===== src/rtl/nbw_pkg.sv =====
package nbw_pkg;

  localparam int unsigned SMP_W       = 10;
  localparam int unsigned LINE_SLOTS  = 910;
  localparam int unsigned CNT_W       = $clog2(LINE_SLOTS);

  typedef logic [SMP_W-1:0] smp_t;
  typedef logic [CNT_W-1:0] cnt_t;

  // Line positions (counts on the 4xFSC grid)
  localparam cnt_t H_LAST     = cnt_t'(LINE_SLOTS - 1);
  localparam cnt_t H_BLANK    = cnt_t'(768);
  localparam cnt_t H_FALL     = cnt_t'(783);
  localparam cnt_t H_TIP      = cnt_t'(787);
  localparam cnt_t H_RISE     = cnt_t'(850);
  localparam cnt_t H_BACK     = cnt_t'(854);
  localparam cnt_t H_ENV      = cnt_t'(857);
  localparam cnt_t H_RAMP_UP  = cnt_t'(858);
  localparam cnt_t H_STEADY   = cnt_t'(862);
  localparam cnt_t H_TAIL     = cnt_t'(900);

  // Levels and legal code range
  localparam smp_t LVL_BLANK  = smp_t'(10'h0F0);
  localparam smp_t LVL_TIP    = smp_t'(10'h010);
  localparam smp_t CODE_LO    = smp_t'(10'h004);
  localparam smp_t CODE_HI    = smp_t'(10'h3FB);
  localparam smp_t MIRROR_SUM = smp_t'(2 * 10'h0F0);

  typedef enum logic [2:0] {
    RG_ACTIVE,
    RG_BLANK,
    RG_FALL,
    RG_TIP,
    RG_RISE,
    RG_BURST
  } region_e;

  typedef struct packed {
    logic blank;
    logic tip;
    logic burst;
  } flags_t;

endpackage


===== src/rtl/nbw_line_counter.sv =====
module nbw_line_counter #(
  parameter int unsigned LINE_LEN = 910,
  parameter int unsigned CW       = $clog2(LINE_LEN)
) (
  input  logic          clk,
  input  logic          rst_n,
  output logic [CW-1:0] cnt_q,
  output logic [CW-1:0] cnt_nxt
);

  localparam logic [CW-1:0] LAST = CW'(LINE_LEN - 1);

  always_comb begin
    if (cnt_q == LAST) cnt_nxt = '0;
    else               cnt_nxt = cnt_q + 1'b1;
  end

  // Reset parks on the last slot so the first live edge opens a new line
  always_ff @(posedge clk or negedge rst_n) begin
    if (!rst_n) cnt_q <= LAST;
    else        cnt_q <= cnt_nxt;
  end

endmodule


===== src/rtl/nbw_region_dec.sv =====
module nbw_region_dec
  import nbw_pkg::*;
(
  input  cnt_t    cnt,
  output region_e region,
  output flags_t  flags
);

  always_comb begin
    if      (cnt < H_BLANK)   region = RG_ACTIVE;
    else if (cnt < H_FALL)    region = RG_BLANK;
    else if (cnt < H_TIP)     region = RG_FALL;
    else if (cnt < H_RISE)    region = RG_TIP;
    else if (cnt < H_BACK)    region = RG_RISE;
    else if (cnt < H_RAMP_UP) region = RG_BLANK;
    else if (cnt < H_TAIL)    region = RG_BURST;
    else                      region = RG_BLANK;
  end

  always_comb begin
    flags.blank = (cnt >= H_BLANK);
    flags.tip   = (region == RG_TIP);
    flags.burst = (cnt >= H_ENV) && (cnt < H_TAIL);
  end

endmodule


===== src/rtl/nbw_blank_shapes.sv =====
module nbw_blank_shapes
  import nbw_pkg::*;
(
  input  cnt_t cnt,
  input  logic alt_pair,
  output smp_t edge_code,
  output smp_t burst_code
);

  smp_t       burst_base;
  logic [1:0] phase;

  // Sync edge samples, falling then rising
  always_comb begin
    unique case (cnt)
      10'd783: edge_code = 10'h0E9;
      10'd784: edge_code = 10'h0A4;
      10'd785: edge_code = 10'h044;
      10'd786: edge_code = 10'h011;
      10'd850: edge_code = 10'h017;
      10'd851: edge_code = 10'h05C;
      10'd852: edge_code = 10'h0BC;
      10'd853: edge_code = 10'h0EF;
      default: edge_code = LVL_BLANK;
    endcase
  end

  assign phase = 2'(cnt[1:0] - H_STEADY[1:0]);

  // Fields 1/3 burst: ramps from a small table, steady part from phase
  always_comb begin
    unique case (cnt)
      10'd858: burst_base = 10'h0F4;
      10'd859: burst_base = 10'h0DC;
      10'd860: burst_base = 10'h0D6;
      10'd861: burst_base = 10'h12C;
      10'd894: burst_base = 10'h129;
      10'd895: burst_base = 10'h0A6;
      10'd896: burst_base = 10'h0CD;
      10'd897: burst_base = 10'h112;
      10'd898: burst_base = 10'h0FA;
      10'd899: burst_base = 10'h0EC;
      default: begin
        unique case (phase)
          2'd0:    burst_base = 10'h12D;
          2'd1:    burst_base = 10'h092;
          2'd2:    burst_base = 10'h0B3;
          default: burst_base = 10'h14E;
        endcase
      end
    endcase
  end

  // Fields 2/4: reflection about blank level
  always_comb begin
    if (alt_pair) burst_code = MIRROR_SUM - burst_base;
    else          burst_code = burst_base;
  end

endmodule


===== src/rtl/nbw_code_clip.sv =====
module nbw_code_clip #(
  parameter int unsigned   W  = 10,
  parameter logic [W-1:0]  LO = W'(4),
  parameter logic [W-1:0]  HI = W'((1 << W) - 5)
) (
  input  logic [W-1:0] din,
  output logic [W-1:0] dout
);

  always_comb begin
    if      (din < LO) dout = LO;
    else if (din > HI) dout = HI;
    else               dout = din;
  end

endmodule


===== src/rtl/ntsc_blank_gen.sv =====
module ntsc_blank_gen
  import nbw_pkg::*;
(
  input  logic             clk,
  input  logic             rst_n,
  input  logic             field_alt,
  input  logic [SMP_W-1:0] video_in,
  output logic [CNT_W-1:0] hcount,
  output logic [SMP_W-1:0] sample_out,
  output logic             blank_flag,
  output logic             sync_flag,
  output logic             burst_flag
);

  localparam flags_t FLAGS_RST = '{blank: 1'b1, tip: 1'b0, burst: 1'b0};

  cnt_t    cnt_q;
  cnt_t    cnt_nxt;
  region_e region_nxt;
  flags_t  flg_nxt;
  flags_t  flg_q;
  smp_t    edge_code;
  smp_t    burst_code;
  smp_t    clip_code;
  smp_t    smp_nxt;
  smp_t    smp_q;

  nbw_line_counter #(
    .LINE_LEN (LINE_SLOTS),
    .CW       (CNT_W)
  ) u_cnt (
    .clk     (clk),
    .rst_n   (rst_n),
    .cnt_q   (cnt_q),
    .cnt_nxt (cnt_nxt)
  );

  nbw_region_dec u_region (
    .cnt    (cnt_nxt),
    .region (region_nxt),
    .flags  (flg_nxt)
  );

  nbw_blank_shapes u_shapes (
    .cnt        (cnt_nxt),
    .alt_pair   (field_alt),
    .edge_code  (edge_code),
    .burst_code (burst_code)
  );

  nbw_code_clip #(
    .W  (SMP_W),
    .LO (CODE_LO),
    .HI (CODE_HI)
  ) u_clip (
    .din  (video_in),
    .dout (clip_code)
  );

  // Next-sample select for the slot being loaded
  always_comb begin
    unique case (region_nxt)
      RG_ACTIVE:       smp_nxt = clip_code;
      RG_FALL,
      RG_RISE:         smp_nxt = edge_code;
      RG_TIP:          smp_nxt = LVL_TIP;
      RG_BURST:        smp_nxt = burst_code;
      default:         smp_nxt = LVL_BLANK;
    endcase
  end

  // Output stage, aligned with the counter register
  always_ff @(posedge clk or negedge rst_n) begin
    if (!rst_n) begin
      smp_q <= LVL_BLANK;
      flg_q <= FLAGS_RST;
    end else begin
      smp_q <= smp_nxt;
      flg_q <= flg_nxt;
    end
  end

  assign hcount     = cnt_q;
  assign sample_out = smp_q;
  assign blank_flag = flg_q.blank;
  assign sync_flag  = flg_q.tip;
  assign burst_flag = flg_q.burst;

endmodule


===== config.mk =====
export PLATFORM = sky130hd
export DESIGN_NAME = ntsc_blank_gen
export DESIGN_NICKNAME = d
export VERILOG_FILES = /design/src/rtl/nbw_pkg.sv /design/src/rtl/nbw_line_counter.sv /design/src/rtl/nbw_region_dec.sv /design/src/rtl/nbw_blank_shapes.sv /design/src/rtl/nbw_code_clip.sv /design/src/rtl/ntsc_blank_gen.sv
export SDC_FILE = /design/constraint.sdc
export NUM_CORES = 1
export LEC_CHECK = 0
export BUFFER_PORTS_ARGS = -buffer_cell sky130_fd_sc_hd__buf_2
export CORE_MARGIN = 3
export CORE_UTILIZATION = 30
export DETAILED_ROUTE_END_ITERATION = 10
export MAX_ROUTING_LAYER = met4
export PLACE_DENSITY = 0.57
export SLEW_MARGIN = 0
export SYNTH_ARGS = -nofsm -noshare
export SYNTH_HDL_FRONTEND = slang
export SYNTH_SLANG_ARGS = --single-unit

===== constraint.sdc =====
create_clock -name clk -period 3.9 [get_ports clk]
set_input_delay 0.195 -clock clk [delete_from_list [all_inputs] [get_ports clk]]
set_output_delay 0.195 -clock clk [all_outputs]
set_load 0.01 [all_outputs]

==> results.md <==
- Outcome: complete, no violations
- DRT iter0 DRCs: between 200 and 250
- Global-route wire length before repair: around 13 mm
- Hold path start: video_in[8]
- Worst-path fanout max: 9
- Die Area: a little under 10000 um^2
- CTS tree: built
- Seq cells post-synth: 23
- Final Hold Viols: 0
- Setup CP Type: flop to flop
- 1st-pass router iterations: 5
- RSZ-0062 raised after global routing: false
- Pin count of the biggest net entering global routing: 24
- Reg clk slew, reported paths: about 0.10 ns
- Die width: slightly below 100 um
- Worst path arrival time: about 3.8 ns
- Worst r2r path cells: 13
- Final setup vio count: 0
- Syn avg cell area: 8.01 um^2
- Routed len/inst: around 16 um
- Top cells by count, synth: 30 x nor2_1, 26 x nand2_1, 17 x o21ai_0
- Cell with the most instances after synthesis: nor2_1
- Syn nets: about 340
- Max IR drop VDD: between 80 and 90 uV
- Fin crit share: 93.9%
- Height of the die: between 90 and 100 um
- EDFF count, synth: 0
- Design area: between 2000 and 3000 um^2
- IO Count: 36
- Fin crit period: between 3 and 4 ns
- Core area: about 8300 um^2
- Area delta synth->final: 14.3%
- Clock latency at the later pin of the worst-skew pair: between 0.2 and 0.3 ns
- Post-route ant nets: 0
- Clk sink count: 23
- Reg2reg end: sample_out[1]$_DFF_PN0_
- Vias per cell: 5.62
- Yosys Warn Count: 0
- Slew HR: 61.7%
- Ranking of synthesized cells by area: dfrtp_1 12%, dfstp_2 11%, ha_1 4.4%
- Layout cells sized above 1: between 20% and 30%
- Maxcap violations: 0
- Number of diodes: 0
- Skew final: between 0.008 and 0.009 ns
- Root Buffer: clkbuf_8
- Vias in the first global route: 2493
- Netlist cell types: 80
- Pwr Total: approximately 450 uW
- PortBufs: 35
- Crit end category: flop
- Initial core utilization: about 31%
- Reg-to-reg startpoint: u_cnt.cnt_q[0]$_DFF_PN1_
- Final WL: approximately 7.6 mm
- Cell count after synthesis: 319
- Num CTS Buffers: 3
- PD cells: approximately 150 nW/um^2
- Hold depth: 3
- Nets: 380
- Clock Path Buffers: 2
- Residual DRC count: 0
- Fillers: roughly 860
- FMAX: about 0.27 GHz
- Worst Hold End: sample_out[8]$_DFF_PN0_
- WP data required: between 4 and 5 ns
- Cell taking the most area after synthesis: dfrtp_1
- Postcts setup bufs: 0
- Total GRT Usage: 16.2%
- Vias: between 2000 and 3000
- Hold Crit Class: input pin to flop
- H-tree Lvls: 1
- Footprint of the multi-input gates: 1790 um^2
- FP Rows: 33
- Yosys top cell area share: about an eighth
- Worst Tran Pin Value: around 0.57 ns
- Sequential fraction of the synthesis area: 23.1%
- Register-to-register setup slack: roughly 0.24 ns
- Setup TNS Final: 0 ns
- Initial antenna violation count: 0
- Async S/R FF share, synth: 100%
- Placer Congestion: about 0.96
- Max-slew violation count: 0
- Most used DFF post-synth: dfrtp_1
- Cell Area, Placed: roughly 2800 um^2
- Total grt overflow: 0
- HPWL Detailed: 5.77 mm
- Mapped Area: approximately 2600 um^2
- Leak: approximately 1.2 nW
- Crit start category: flop
- Sequential Area: approximately 600 um^2
==> kinds of logic after synthesis <==
logic type	count (synthesis)	synth area share [%]
mux	3	1.71
simple gates	145	31.7
fa+ha+maj	9	4.41
buf+inv	33	7.15
xor+xnor	9	3.09
compound gates	97	28.9
flops	23	23.1
==> how the worst max path moves through the flow <==
stage / start / endpoint / slack [ns] / cells after the start
after floorplan: u_cnt.cnt_q[0]$_DFF_PN1_ / sample_out[6]$_DFF_PN1_ / 0.44 / 17
after global placement: u_cnt.cnt_q[2]$_DFF_PN1_ / sample_out[1]$_DFF_PN0_ / 0.26 / 12
after detailed placement: u_cnt.cnt_q[2]$_DFF_PN1_ / sample_out[4]$_DFF_PN1_ / 0.26 / 17
after CTS: u_cnt.cnt_q[2]$_DFF_PN1_ / sample_out[6]$_DFF_PN1_ / 0.22 / 17
after global routing: u_cnt.cnt_q[0]$_DFF_PN1_ / sample_out[4]$_DFF_PN1_ / 0.01 / 15
final: u_cnt.cnt_q[0]$_DFF_PN1_ / sample_out[1]$_DFF_PN0_ / 0.24 / 13
==> timing repair <==
action	4_1_cts	5_1_grt
setup endpoints to repair	0	7
endpoints found under the hold margin	12	0
resized for setup	0	5
hold buffers	1	0
==> final cells by class <==
type	instances	area share, %
Multi-Input combinational cell	263	61.5
Timing Repair Buffer	49	9.69
Sequential cell	23	20.4
Clock inverter	1	0.171
Clock buffer	3	1.41
Tap cell	105	4.50
Inverter	18	2.31
==> sequential cells by signal, summed over array words and instances, names as in the netlist <==
register / flops
sample_out: 10
u_cnt.cnt_q: 10
blank_flag: 1
burst_flag: 1
sync_flag: 1
==> critical path: stages (launching register included) <==
cell and delay, ns:
dfstp_2 0.61, ha_1 0.19, nand4_1 0.17, or3_1 0.42
buf_4 0.19, and3_4 0.20, o211a_4 0.23, o21ai_4 0.27
o21ai_1 0.13, o31ai_2 0.34, inv_1 0.11, ha_1 0.31
a21oi_1 0.20, o221ai_1 0.15
==> layout by cell type (no fill, tap or decap), types with 3 or more instances in the layout <==
cell type / instances
nand3_1: 10
nand3b_1: 4
inv_1: 15
and3_2: 3
or3_1: 5
o31a_1: 3
nor2b_1: 3
xor2_1: 3
nor4_1: 4
buf_2: 35
o21ai_2: 3
nand2_1: 26
and3_1: 9
nor2_1: 30
o21ai_1: 6
dfstp_2: 9
and2_1: 7
ha_1: 9
o21ai_0: 17
a211o_1: 3
xnor2_1: 6
o211ai_1: 4
nor3_1: 8
nand4_1: 14
nand2b_1: 3
a31oi_1: 4
dfrtp_1: 12
clkbuf_8: 3
a21oi_1: 14
nor3_2: 3
o221ai_1: 5
buf_4: 13
==> stage by stage <==
step / util [%] / cells / setup slack (ns) / hold WS, ns
detailed placement: 34.4 / 457 / 0.262 / 0.226
floorplan: - / 319 / 0.435 / -0.101
global route: 35.3 / 462 / 0.0111 / 0.180
CTS: 35.1 / 462 / 0.222 / 0.166
global placement: 34.4 / 457 / 0.261 / 0.218
finish: 35.3 / 462 / 0.239 / 0.165
==> per-layer routing <==
| metal | vias to the layer above | GRT usage, % | routed length (um) | share of wire, % |
|---|---|---|---|---|
| met5 | - | - | 0 | 0 |
| li1 | 1261 | - | - | - |
| met4 | 0 | 5.15 | 79 | 1.0 |
| met2 | 94 | 26.1 | 3630 | 48 |
| met3 | 6 | 1.14 | 345 | 4.6 |
| met1 | 1234 | 21.6 | 3520 | 46 |
==> report_power, final <==
part | internal [mW] | leakage (nW) | switching [mW]
Sequential | 0.246 | 0.260 | 0.00149
Clock | 0.0719 | 0.0255 | 0.0928
Combinational | 0.0158 | 0.914 | 0.0227
(Power assumes the default switching activity.)
